[src/rtl/fw_pkg.sv]
package fw_pkg;

  // Strobes passed from the sequencing control to the address datapath.
  typedef struct packed {
    logic fieldStart;  // new field: clear rows, latch parity
    logic lineStart;   // captured line begins: column restarts at zero
    logic pixWrite;    // current sample is written
    logic lineEnd;     // current write fills the last column
  } ctrlStrobes_t;

endpackage

[src/rtl/fw_ctrl.sv]
module fw_ctrl
  import fw_pkg::*;
#(
  parameter int ACT_PIX = 720,
  parameter int PSKIP_W = 8,
  parameter int LSKIP_W = 6
) (
  input  logic               clk,
  input  logic               rstN,
  input  logic               hSync,
  input  logic               vSync,
  input  logic [LSKIP_W-1:0] lineSkip,
  input  logic [PSKIP_W-1:0] pixSkip,
  input  logic               rowsFull,
  input  logic               colIsLast,
  output ctrlStrobes_t       strobes
);

  logic               hsDly, vsDly, phase, lineOn, fieldOn;
  logic [LSKIP_W-1:0] lineSkipCnt;
  logic [PSKIP_W-1:0] pixSkipCnt;

  logic               hsRise, vsRise, sampleNow, lineGo, lineLive;
  logic               inSkip, pixWrite, atLast;
  logic [PSKIP_W-1:0] skipIdx;

  assign hsRise    = hSync & ~hsDly;
  assign vsRise    = vSync & ~vsDly;
  // First sample on the edge that sees the line rise, then every other clock.
  assign sampleNow = hSync & (hsRise | ~phase);
  assign lineGo    = hsRise & ~vsRise & fieldOn & (lineSkipCnt >= lineSkip) & ~rowsFull;
  assign lineLive  = ~vsRise & (lineGo | (lineOn & hSync & ~hsRise));
  assign skipIdx   = hsRise ? '0 : pixSkipCnt;
  assign inSkip    = skipIdx < pixSkip;
  assign pixWrite  = sampleNow & lineLive & ~inSkip;

  // The column register is stale in the clock a line starts, so the
  // last-column test there depends only on the line width.
  generate
    if (ACT_PIX == 1) begin : gOnePix
      assign atLast = 1'b1;
    end else begin : gMultiPix
      assign atLast = ~lineGo & colIsLast;
    end
  endgenerate

  always_comb begin
    strobes.fieldStart = vsRise;
    strobes.lineStart  = lineGo;
    strobes.pixWrite   = pixWrite;
    strobes.lineEnd    = pixWrite & atLast;
  end

  always_ff @(posedge clk or negedge rstN) begin
    if (!rstN) begin
      hsDly       <= 1'b0;
      vsDly       <= 1'b0;
      phase       <= 1'b0;
      lineOn      <= 1'b0;
      fieldOn     <= 1'b0;
      lineSkipCnt <= '0;
      pixSkipCnt  <= '0;
    end else begin
      hsDly <= hSync;
      vsDly <= vSync;
      phase <= hsRise ? 1'b1 : ~phase;

      if (vsRise) begin
        fieldOn     <= 1'b1;
        lineSkipCnt <= '0;
      end else if (hsRise && fieldOn && (lineSkipCnt < lineSkip)) begin
        lineSkipCnt <= lineSkipCnt + 1'b1;
      end

      if (vsRise)                  lineOn <= 1'b0;
      else if (strobes.lineEnd)    lineOn <= 1'b0;
      else if (lineGo)             lineOn <= 1'b1;
      else if (!hSync)             lineOn <= 1'b0;

      if (sampleNow && lineLive)
        pixSkipCnt <= inSkip ? skipIdx + 1'b1 : skipIdx;
    end
  end

endmodule

[src/rtl/fw_datapath.sv]
module fw_datapath
  import fw_pkg::*;
#(
  parameter int ACT_PIX   = 720,
  parameter int ACT_LINES = 243,
  parameter int COL_BITS  = 10,
  parameter int ROW_BITS  = 8,
  parameter int DATA_W    = 10,
  localparam int ADDR_W   = ROW_BITS + 1 + COL_BITS
) (
  input  logic              clk,
  input  logic              rstN,
  input  ctrlStrobes_t      strobes,
  input  logic              fieldId,
  input  logic [DATA_W-1:0] pixData,
  output logic              colIsLast,
  output logic              rowsFull,
  output logic              wrEn,
  output logic [ADDR_W-1:0] wrAddr,
  output logic [DATA_W-1:0] wrData,
  output logic              frameDone
);

  localparam logic [COL_BITS-1:0] LAST_COL = COL_BITS'(ACT_PIX - 1);
  localparam logic [ROW_BITS-1:0] ROW_LIM  = ROW_BITS'(ACT_LINES);
  localparam logic [ROW_BITS-1:0] LAST_ROW = ROW_BITS'(ACT_LINES - 1);

  logic [COL_BITS-1:0] colCnt, colNow;
  logic [ROW_BITS-1:0] rowCnt;
  logic                oddField, gotOdd, gotEven, fieldComplete, otherSeen;

  assign colNow        = strobes.lineStart ? '0 : colCnt;
  assign colIsLast     = (colCnt == LAST_COL);
  assign rowsFull      = (rowCnt == ROW_LIM);
  assign fieldComplete = strobes.lineEnd & (rowCnt == LAST_ROW);
  assign otherSeen     = oddField ? gotEven : gotOdd;

  always_ff @(posedge clk or negedge rstN) begin
    if (!rstN) begin
      colCnt    <= '0;
      rowCnt    <= '0;
      oddField  <= 1'b0;
      gotOdd    <= 1'b0;
      gotEven   <= 1'b0;
      wrEn      <= 1'b0;
      wrAddr    <= '0;
      wrData    <= '0;
      frameDone <= 1'b0;
    end else begin
      if (strobes.pixWrite)       colCnt <= colNow + 1'b1;
      else if (strobes.lineStart) colCnt <= '0;

      if (strobes.fieldStart) begin
        rowCnt   <= '0;
        oddField <= fieldId;
      end else if (strobes.lineEnd) begin
        rowCnt <= rowCnt + 1'b1;
      end

      wrEn <= strobes.pixWrite;
      if (strobes.pixWrite) begin
        wrAddr <= {rowCnt, ~oddField, colNow};
        wrData <= pixData;
      end

      frameDone <= 1'b0;
      if (fieldComplete) begin
        if (otherSeen) begin
          frameDone <= 1'b1;
          gotOdd    <= 1'b0;
          gotEven   <= 1'b0;
        end else if (oddField) begin
          gotOdd <= 1'b1;
        end else begin
          gotEven <= 1'b1;
        end
      end
    end
  end

endmodule

[src/rtl/fieldweave_capture.sv]
module fieldweave_capture
  import fw_pkg::*;
#(
  parameter int ACT_PIX   = 720,
  parameter int ACT_LINES = 243,
  parameter int COL_BITS  = 10,
  parameter int ROW_BITS  = 8,
  parameter int DATA_W    = 10,
  parameter int PSKIP_W   = 8,
  parameter int LSKIP_W   = 6,
  localparam int ADDR_W   = ROW_BITS + 1 + COL_BITS
) (
  input  logic               clk,
  input  logic               rstN,
  input  logic               hSync,
  input  logic               vSync,
  input  logic               fieldId,
  input  logic [DATA_W-1:0]  pixData,
  input  logic [LSKIP_W-1:0] lineSkip,
  input  logic [PSKIP_W-1:0] pixSkip,
  output logic               wrEn,
  output logic [ADDR_W-1:0]  wrAddr,
  output logic [DATA_W-1:0]  wrData,
  output logic               frameDone
);

  ctrlStrobes_t strobes;
  logic         colIsLast, rowsFull;

  fw_ctrl #(
    .ACT_PIX (ACT_PIX),
    .PSKIP_W (PSKIP_W),
    .LSKIP_W (LSKIP_W)
  ) uCtrl (
    .clk       (clk),
    .rstN      (rstN),
    .hSync     (hSync),
    .vSync     (vSync),
    .lineSkip  (lineSkip),
    .pixSkip   (pixSkip),
    .rowsFull  (rowsFull),
    .colIsLast (colIsLast),
    .strobes   (strobes)
  );

  fw_datapath #(
    .ACT_PIX   (ACT_PIX),
    .ACT_LINES (ACT_LINES),
    .COL_BITS  (COL_BITS),
    .ROW_BITS  (ROW_BITS),
    .DATA_W    (DATA_W)
  ) uPath (
    .clk       (clk),
    .rstN      (rstN),
    .strobes   (strobes),
    .fieldId   (fieldId),
    .pixData   (pixData),
    .colIsLast (colIsLast),
    .rowsFull  (rowsFull),
    .wrEn      (wrEn),
    .wrAddr    (wrAddr),
    .wrData    (wrData),
    .frameDone (frameDone)
  );

endmodule

[config.mk]
export PLATFORM = sky130hd
export DESIGN_NAME = fieldweave_capture
export DESIGN_NICKNAME = d
export VERILOG_FILES = /design/src/rtl/fw_pkg.sv /design/src/rtl/fw_ctrl.sv /design/src/rtl/fw_datapath.sv /design/src/rtl/fieldweave_capture.sv
export SDC_FILE = /design/constraint.sdc
export NUM_CORES = 1
export LEC_CHECK = 0
export BUFFER_PORTS_ARGS = -buffer_cell sky130_fd_sc_hd__buf_4
export CAP_MARGIN = 20
export CELL_PAD_IN_SITES_DETAIL_PLACEMENT = 0
export CELL_PAD_IN_SITES_GLOBAL_PLACEMENT = 1
export CORE_MARGIN = 2
export CORE_UTILIZATION = 45
export CTS_BUF_LIST = sky130_fd_sc_hd__clkbuf_16
export CTS_CLUSTER_SIZE = 20
export DETAILED_ROUTE_END_ITERATION = 8
export GPL_TIMING_DRIVEN = 0
export PLACE_DENSITY = 0.8
export SLEW_MARGIN = 20
export SYNTH_ARGS = -nofsm -noshare
export SYNTH_HDL_FRONTEND = slang
export SYNTH_SLANG_ARGS = --single-unit
[constraint.sdc]
create_clock -name clk -period 4.9 [get_ports clk]
set_input_delay 0.735 -clock clk [delete_from_list [all_inputs] [get_ports clk]]
set_output_delay 0.735 -clock clk [all_outputs]
set_load 0.05 [all_outputs]
Yosys cells after proc, flatten, opt, wreduce, memory -nomap -nowiden
Cells that the tools add are included.
{"block": "totals", "romBits": 0, "latch_bits": 0, "ram_bits": 0, "input_bits": 29, "ff_bits": 71, "memories": 0}
{"block": "classes", "n_addsub": 4, "n_shift": 0, "n_bitwise": 26, "n_reduce_logical": 8, "n_mux": 20, "n_lt_le_gt_ge": 3, "eq_ne": 5, "div_mod_pow": 0, "multipliers": 0}
{"op": "two-way mux 8 bit", "count": 4}
{"op": "two-way mux 10 bit", "count": 2}
{"op": "adder 8 x 1 -> 8 bit (second input constant)", "count": 2}
{"op": "equality test 8 bit (second input constant)", "count": 2}
{"op": "bitwise AND 1 bit", "count": 15}
{"op": "two-way mux 1 bit", "count": 12}
{"op": "two-way mux 6 bit", "count": 2}
{"op": "adder 10 x 1 -> 10 bit (second input constant)", "count": 1}
{"op": "equality test 10 bit (second input constant)", "count": 1}
{"op": "NOT 1 bit", "count": 9}
{"op": "< comparator 8 bit", "count": 1}
{"op": "adder 6 x 1 -> 6 bit (second input constant)", "count": 1}
{"op": ">= comparator 6 bit", "count": 1}
{"op": "< comparator 6 bit", "count": 1}
{"op": "nonzero test 2 bit", "count": 3}
{"op": "inequality test 4 x 1 -> 1 bit (second input constant)", "count": 1}
{"op": "AND reduction 2 bit", "count": 2}
{"op": "logical AND 1 bit", "count": 3}
{"op": "inequality test 2 bit (second input constant)", "count": 1}
{"op": "OR 1 bit", "count": 2}

Logic depth before layout (Yosys ltp)
Gate-level depths: netlist of run 1.
{"block": "logic_depth", "word_depth": 14, "depth_mapped": 12}

Cells and area by module
A second synthesis of run 1 with hierarchy kept.
{"block": "hier_totals", "cells_unflattened": 343, "area_unflattened_um2": 3742.3}
{"mod": "fw_datapath", "area_per_inst_um2": 2245.9, "instances": 1, "seq_area_each_um2": 1301.2, "cells_per_inst": 186}
{"mod": "fw_ctrl", "area_per_inst_um2": 1496.4, "instances": 1, "seq_area_each_um2": 475.5, "cells_per_inst": 157}

Worst setup path after synthesis of run 1
OpenSTA, ideal clock, no wires.
{"block": "synth_path", "path_kind": "in2reg", "startpoint": "in lineSkip[5]", "endpoint": "reg uPath.colCnt[6]", "setup_time_ns": 0.078, "t_arrival_ns": 2.763, "setup_slack_ns": 2.059, "cell_stages": 12, "t_required_ns": 4.822, "path_cell_list": "inv_1 ha_1 a21oi_1 o21a_1 o21ai_0 nand2_1 clkbuf_1 and2_1 ha_1 nand3_1 or4_1 a21oi_1"}
{"block": "synth_between", "elab_cells_between_ends": 10, "classes_between": "add/sub (1); order compare (1); mux (2); bitwise (6)"}
{"element": "start: declaration", "line": "fieldweave_capture.sv:19", "rtl": "input logic [LSKIP_W-1:0] lineSkip,"}
{"element": ">= comparator 6 bit", "line": "fw_ctrl.sv:31", "rtl": "assign lineGo = hsRise & ~vsRise & fieldOn & (lineSkipCnt >= lineSkip) & ~rowsFull;"}
{"element": "bitwise AND 1 bit (2 in a row)", "line": "fw_ctrl.sv:31"}
{"element": "two-way mux 10 bit"}
{"element": "via uPath.colNow[1]", "line": "fw_datapath.sv:28", "rtl": "logic [COL_BITS-1:0] colCnt, colNow;"}
{"element": "adder 10 x 1 -> 10 bit", "line": "fw_datapath.sv:50", "rtl": "if (strobes.pixWrite) colCnt <= colNow + 1'b1;"}
{"element": "two-way mux 10 bit", "line": "fw_datapath.sv:50"}
{"element": "end signal: assignment", "line": "fw_datapath.sv:50"}
{"element": "end: declaration", "line": "fw_datapath.sv:28"}
The timed path passes the listed nets, and every way through them passes these cells.
A chain may end at the register's enable or synchronous reset.

Worst setup path in the final report of run 1
Ends and elaborated chain as after synthesis.

==> results.cfg, run 1 <==
[run_status]
status = finished, final reports clean

[drt]
drc = 0
num_vias = 2653
drt-total-wl_um = 7190
drt_pass1_iterations = 4
antenna_left = 0
wl_per_cell_um = 13.9
drt_iter0_drc = 66
vias_per_cell = 5.11

[flow_run]
max-cap-violations = 0

[critical_path]
ff2ff_path_depth = 9
cp_max_fo = 10
cp.required_ns = 5.15
arrival_ns = 3.30
r2r_setup_slack_ns = 1.88
path_class = in2reg
start_kind = primary input
worstSetupEndpointType = flip-flop
startpoint = lineSkip[5]
crit_path_end = uPath.colCnt[6]$_DFF_PN0_
worstReg2RegEnd = uPath.wrAddr[17]$_DFFE_PN0N_
r2r_start = uCtrl.hsDly$_DFF_PN0_

[yosys]
synth_cells = 342
synth_area_um2 = 3530
syn_nets = 389
synth_seq_area_share = 0.504
synth_largest_area_cell = dfrtp_1
avgSynthCellArea_um2 = 10.3
synthFlopType = dfrtp_1
synth_seq_cells = 71
netlist_top_cells_area = dfrtp_1 (50%), ha_1 (6.4%), mux2_2 (6.4%)
synth_top_area_share = 0.504
synth_cell_type_count = 42
ys_async_sr_fraction = 1.00
yosysWarnings = 0
synth-edff-count = 0

[clock_tree]
postCtsSetupRepairBufs = 0
cts.sinks = 71
clkSlewWorstSetupHoldPaths_ns = 0.05
cts_hold_buffers = 0
clock-root-buffer = clkbuf_16
cts_resized = 0
cts_tree = yes
h-tree-depth = 3
clock_latency_ns = 0.33
clockBufferDepth = 2
numCtsBuffers = 9

[pwr]
ir_worst_vdd_v = 0.000183
p_leak_uw = 0.00216
p_per_area_nw_per_um2 = 309
power_uw = 1360

[timing]
maxSlewViolCount = 0
worst_pin_slew_ns = 0.898
fin_skew_ns = 0.00615
fin_tns_setup_ns = 0
slew_headroom = 0.401
hold_viol_final = 0
max_freq_ghz = 0.328
fin_crit_sh = 0.623
setup_viol = 0
layout_min_cycle_time_ns = 3.05
rsz0062_at_grt = no

[final_layout]
layout_common_cells = dfrtp_1 (71), buf_4 (61), nand2_1 (44)
final_layout_size_suffix_gt1_frac = 0.252
layout_commonest_cell = dfrtp_1
syn_to_final_growth_pct = 25.0
num_antenna_cells = 0
layout.nets = 459

[placement]
portBuffers = 59
hpwl_um = 5090
gp_congestion = 0.782

[floorplanning]
die_area_um2 = 8560
num_rows = 32
core-area_um2 = 7650
die_w_um = 92.5
io_pins = 60
initial_core_util = 0.461
die_y_um = 92.5

[global_routing]
grt_util_met2 = 0.287
grt_max_degree = 72
met1_usage = 0.238
top_usage_layer = met2
antenna_found_initial = 0
grt_pass1_vias = 2631
grt_pass1_wl_um = 12200
grt_overflow = 0
gr-usage-all-layers = 0.178
use_met3 = 0.0293

[min_path]
hold_depth = 1
worstHoldPathType = reg2reg
==> layout make-up <==
cell class	instances	area, µm²
fillers	685	3240
flip-flops and latches	71	1780
multi-input cells	238	1610
repair buffers	59	443
clock buffers	9	225
well taps	102	128
clock inverters	7	87.6
inverters	21	78.8
plain buffers	12	60.1
==> where the power goes <==
| group | internal, µW | leakage, µW | total (µW) | switching [µW] |
|---|---|---|---|---|
| clock | 440 | 0.000147 | 677 | 237 |
| sequential | 596 | 0.000976 | 606 | 9.90 |
| combinational | 36.8 | 0.00104 | 80.8 | 44.0 |
| total | 1070 | 0.00216 | 1360 | 291 |
==> per-layer routing <==
metal  up-vias  routed length, µm
li1       1339                  -
met1      1267               3380
met2        34               3480
met3        13                200
met4         0                136
met5         -                  0
==> worst max-delay path: stages <==
cell	delay, ns
buf_4	0.08
inv_1	0.03
ha_1	0.32
a21oi_1	0.20
o21a_1	0.19
o21ai_0	0.09
nand2_1	0.11
clkbuf_1	0.35
and2_1	0.25
ha_1	0.18
nand3_1	0.17
or4_1	0.44
a21oi_1	0.16
==> cell families after synthesis <==
logic type,share of synthesized area
AO/OA/AOI/OAI,0.0901
flip-flops,0.504
AND/OR/NAND/NOR,0.194
buffers and inverters,0.0394
adder cells (fa/ha/maj),0.0639
XOR/XNOR,0.0397
multiplexers,0.0695
==> metrics by stage <==
step	util	area [µm²]	cells	worst slack, ns	hold slack, ns
finish	0.577	4410	519	1.85	0.437
global route	0.577	4410	519	1.63	0.437
CTS	0.577	4410	519	1.83	0.433
detailed placement	0.536	4100	503	1.47	0.424
global placement	0.536	4100	503	1.50	0.421
floorplan	-	3530	342	2.06	0.406
==> worst min path at each step <==
stage / from / end / slack [ns]
2_1_floorplan: uCtrl.phase$_DFF_PN0_ / uCtrl.phase$_DFF_PN0_ / 0.41
3_3_place_gp: uCtrl.phase$_DFF_PN0_ / uCtrl.phase$_DFF_PN0_ / 0.42
3_5_place_dp: uCtrl.phase$_DFF_PN0_ / uCtrl.phase$_DFF_PN0_ / 0.42
4_1_cts: uCtrl.phase$_DFF_PN0_ / uCtrl.phase$_DFF_PN0_ / 0.43
5_1_grt: uCtrl.phase$_DFF_PN0_ / uCtrl.phase$_DFF_PN0_ / 0.44
6_report: uCtrl.phase$_DFF_PN0_ / uCtrl.phase$_DFF_PN0_ / 0.44
==> sequential cells by signal (all words and copies together), names as in the netlist <==
name and flops:
uPath.wrData 10, uPath.oddField 1, uCtrl.hsDly 1, uCtrl.pixSkipCnt 8, uPath.wrEn 1, uPath.rowCnt 8, uPath.wrAddr 19, uCtrl.lineSkipCnt 6
uCtrl.phase 1, uPath.gotOdd 1, uCtrl.vsDly 1, uPath.colCnt 10, uPath.frameDone 1, uCtrl.fieldOn 1, uCtrl.lineOn 1, uPath.gotEven 1
==> cells in the mapped netlist (2+ instances only) <==
cell type  instances
dfrtp_1           71
nand2_1           44
o21ai_0           26
inv_1             21
mux2_2            20
ha_1              18
a21oi_1           16
nand3_1           15
nor2_1            11
or3_1             11
and2_1            10
xor2_1            10
and3_1             7
nand4_1            7
buf_2              6
xnor2_1            6
nand2b_1           5
nor4b_1            4
clkbuf_1           3
buf_4              2
mux2i_1            2
nor3_1             2
nor4bb_1           2
o211ai_1           2
o31ai_1            2
o41ai_1            2
or4_1              2
No activity file was read; power rests on OpenSTA's default activity.
==> inputs of run 2 (changes only) <==
--- a/config.mk
+++ b/config.mk
@@ -10,12 +10,12 @@
 export CELL_PAD_IN_SITES_DETAIL_PLACEMENT = 0
 export CELL_PAD_IN_SITES_GLOBAL_PLACEMENT = 1
 export CORE_MARGIN = 2
-export CORE_UTILIZATION = 45
+export CORE_UTILIZATION = 43
 export CTS_BUF_LIST = sky130_fd_sc_hd__clkbuf_16
 export CTS_CLUSTER_SIZE = 20
 export DETAILED_ROUTE_END_ITERATION = 8
 export GPL_TIMING_DRIVEN = 0
-export PLACE_DENSITY = 0.8
+export PLACE_DENSITY = 0.77
 export SLEW_MARGIN = 20
 export SYNTH_ARGS = -nofsm -noshare
 export SYNTH_HDL_FRONTEND = slang
==> constraint.sdc (replaced) <==
create_clock -name clk -period 2.88 [get_ports clk]
set_input_delay 0.432 -clock clk [delete_from_list [all_inputs] [get_ports clk]]
set_output_delay 0.432 -clock clk [all_outputs]
set_load 0.05 [all_outputs]
==> results.cfg, run 2 (synthesis results as in run 1) <==
[final_layout]
layout_commonest_cell = dfrtp_1
largest_reg_flops = 19
num_antenna_cells = 0
final_layout_size_suffix_gt1_frac = 0.270
syn_to_final_growth_pct = 26.9
regMostFlops = uPath.wrAddr
layout_common_cells = dfrtp_1 (71), buf_4 (66), nand2_1 (43)
fillerInstances = 763
layout.nets = 461
reg_top3 = uPath.wrAddr (19), uPath.colCnt (10), uPath.wrData (10)

[global_routing]
antenna_found_initial = 0
grt_max_degree = 72
grt_pass1_wl_um = 12500
gr-usage-all-layers = 0.181
grt_pass1_vias = 2677
grt_overflow = 0

[clock_tree]
cts.sinks = 71
numCtsBuffers = 9
cts_tree = yes
clock_latency_ns = 0.33
h-tree-depth = 3
cts_hold_buffers = 0
clkSlewWorstSetupHoldPaths_ns = 0.06
clockBufferDepth = 2
clock-root-buffer = clkbuf_16

[drt]
vias_per_cell = 5.12
antenna_left = 0
wl_met2_um = 3670
drt_iter0_drc = 105
top_layer_used = met4
wl_per_cell_um = 13.9
drc = 0
wl_met3_um = 187
wirelength_met1_um = 3320
drt_pass1_iterations = 4
num_vias = 2681
drt-total-wl_um = 7290

[pwr]
p_leak_uw = 0.00220
p_per_area_nw_per_um2 = 528
ir_worst_vdd_v = 0.000296

[critical_path]
max_stage_delay_ns = 0.50
cp_cell_sequence = nand2b_4, and2_1, ha_1, nand2_1, nor2_1, a31oi_4, nand4b_1, buf_4, or4_1, a21oi_1
start_kind = flip-flop
crit_family = simple AND/OR/NAND/NOR gates
path_class = reg2reg
cp.required_ns = 3.13
worstSetupEndpointType = flip-flop
r2r_setup_slack_ns = 0.19
crit_slowest_cell = or4_1
r2r_start = uCtrl.hsDly$_DFF_PN0_
path_depth = 10
path_buf_inv = 1
arrival_ns = 2.94
cp_max_fo = 9
worstReg2RegEnd = uPath.colCnt[8]$_DFF_PN0_
ff2ff_path_depth = 10

[floorplanning]
num_rows = 33
core-area_um2 = 8090
die_y_um = 94.6
initial_core_util = 0.436
die_area_um2 = 8940
io_pins = 60
die_w_um = 94.6

[placement]
hpwl_um = 5230
portBuffers = 59
gp_congestion = 0.751

[timing]
max_freq_ghz = 0.371
fin_crit_sh = 0.935
setup_viol = 0
layout_min_cycle_time_ns = 2.69
fin_skew_ns = 0.00488
slew_headroom = 0.401
maxSlewViolCount = 0
hold_viol_final = 0
whs_ns = 0.212
fin_tns_setup_ns = 0
worst_pin_slew_ns = 0.899

[run_status]
status = finished, final reports clean

[min_path]
worstHoldPathType = in2async

[flow_run]
max-cap-violations = 0
-- run 2: cell types whose count changed in the layout (fill, tap and decap cells not counted), moves of 2 or more --
| cell | delta |
|---|---|
| clkinv_1 | -2 |
| clkbuf_1 | -2 |
| buf_4 | +5 |
| clkinv_4 | +2 |
-- run 2: worst max-delay path by stage --
stage | endpoint | slack (ns) | startpoint
floorplan | uPath.colCnt[6]$_DFF_PN0_ | 0.34 | lineSkip[5]
global placement | uPath.wrData[5]$_DFFE_PN0N_ | -0.20 | hSync
detailed placement | uPath.wrData[8]$_DFFE_PN0N_ | -0.24 | hSync
CTS | uPath.wrAddr[4]$_DFFE_PN0N_ | -0.04 | uCtrl.hsDly$_DFF_PN0_
global route | uPath.wrData[8]$_DFFE_PN0N_ | -0.01 | uCtrl.hsDly$_DFF_PN0_
finish | uPath.colCnt[8]$_DFF_PN0_ | 0.19 | uCtrl.hsDly$_DFF_PN0_
-- run 2: what timing repair did --
| action | CTS | global route |
|---|---|---|
| resized for setup | 4 | 3 |
| buffers inserted | 0 | 4 |
| setup endpoints to repair | 43 | 47 |
| gates cloned | 0 | 0 |
| pin swaps | 0 | 1 |
-- run 2: final cells by class --
| class | count | area [µm²] | share of cell area |
|---|---|---|---|
| Buffer | 10 | 55.1 | 0.0123 |
| Timing Repair Buffer | 63 | 473 | 0.106 |
| Clock inverter | 7 | 97.6 | 0.0218 |
| Inverter | 21 | 78.8 | 0.0176 |
| Sequential cell | 71 | 1780 | 0.397 |
| Tap cell | 105 | 131 | 0.0294 |
| Clock buffer | 9 | 225 | 0.0503 |
| Multi-Input combinational cell | 238 | 1640 | 0.366 |
-- run 2: metrics by stage --
stage | worst slack [ns] | area, µm² | utilization | std cells | power, µW
2_1_floorplan | 0.342 | 3530 | - | 342 | 1120
3_3_place_gp | -0.200 | 4100 | 0.507 | 506 | 1190
3_5_place_dp | -0.242 | 4100 | 0.507 | 506 | 1190
4_1_cts | -0.0440 | 4430 | 0.547 | 520 | 2390
5_1_grt | -0.0131 | 4470 | 0.553 | 524 | 2450
6_report | 0.188 | 4470 | 0.553 | 524 | 2360
-- run 2: per-layer routing --
metal  up-vias  global-route usage
met5         -                   0
met4         0              0.0797
met3         8              0.0263
met2        34               0.310
met1      1299               0.229
li1       1340                   -
-- run 2: power by group --
group	internal, µW	switching [µW]	leakage (µW)	total [µW]
sequential	1010	17.2	0.000976	1030
clock	760	428	0.000157	1190
combinational	64.4	76.8	0.00107	141
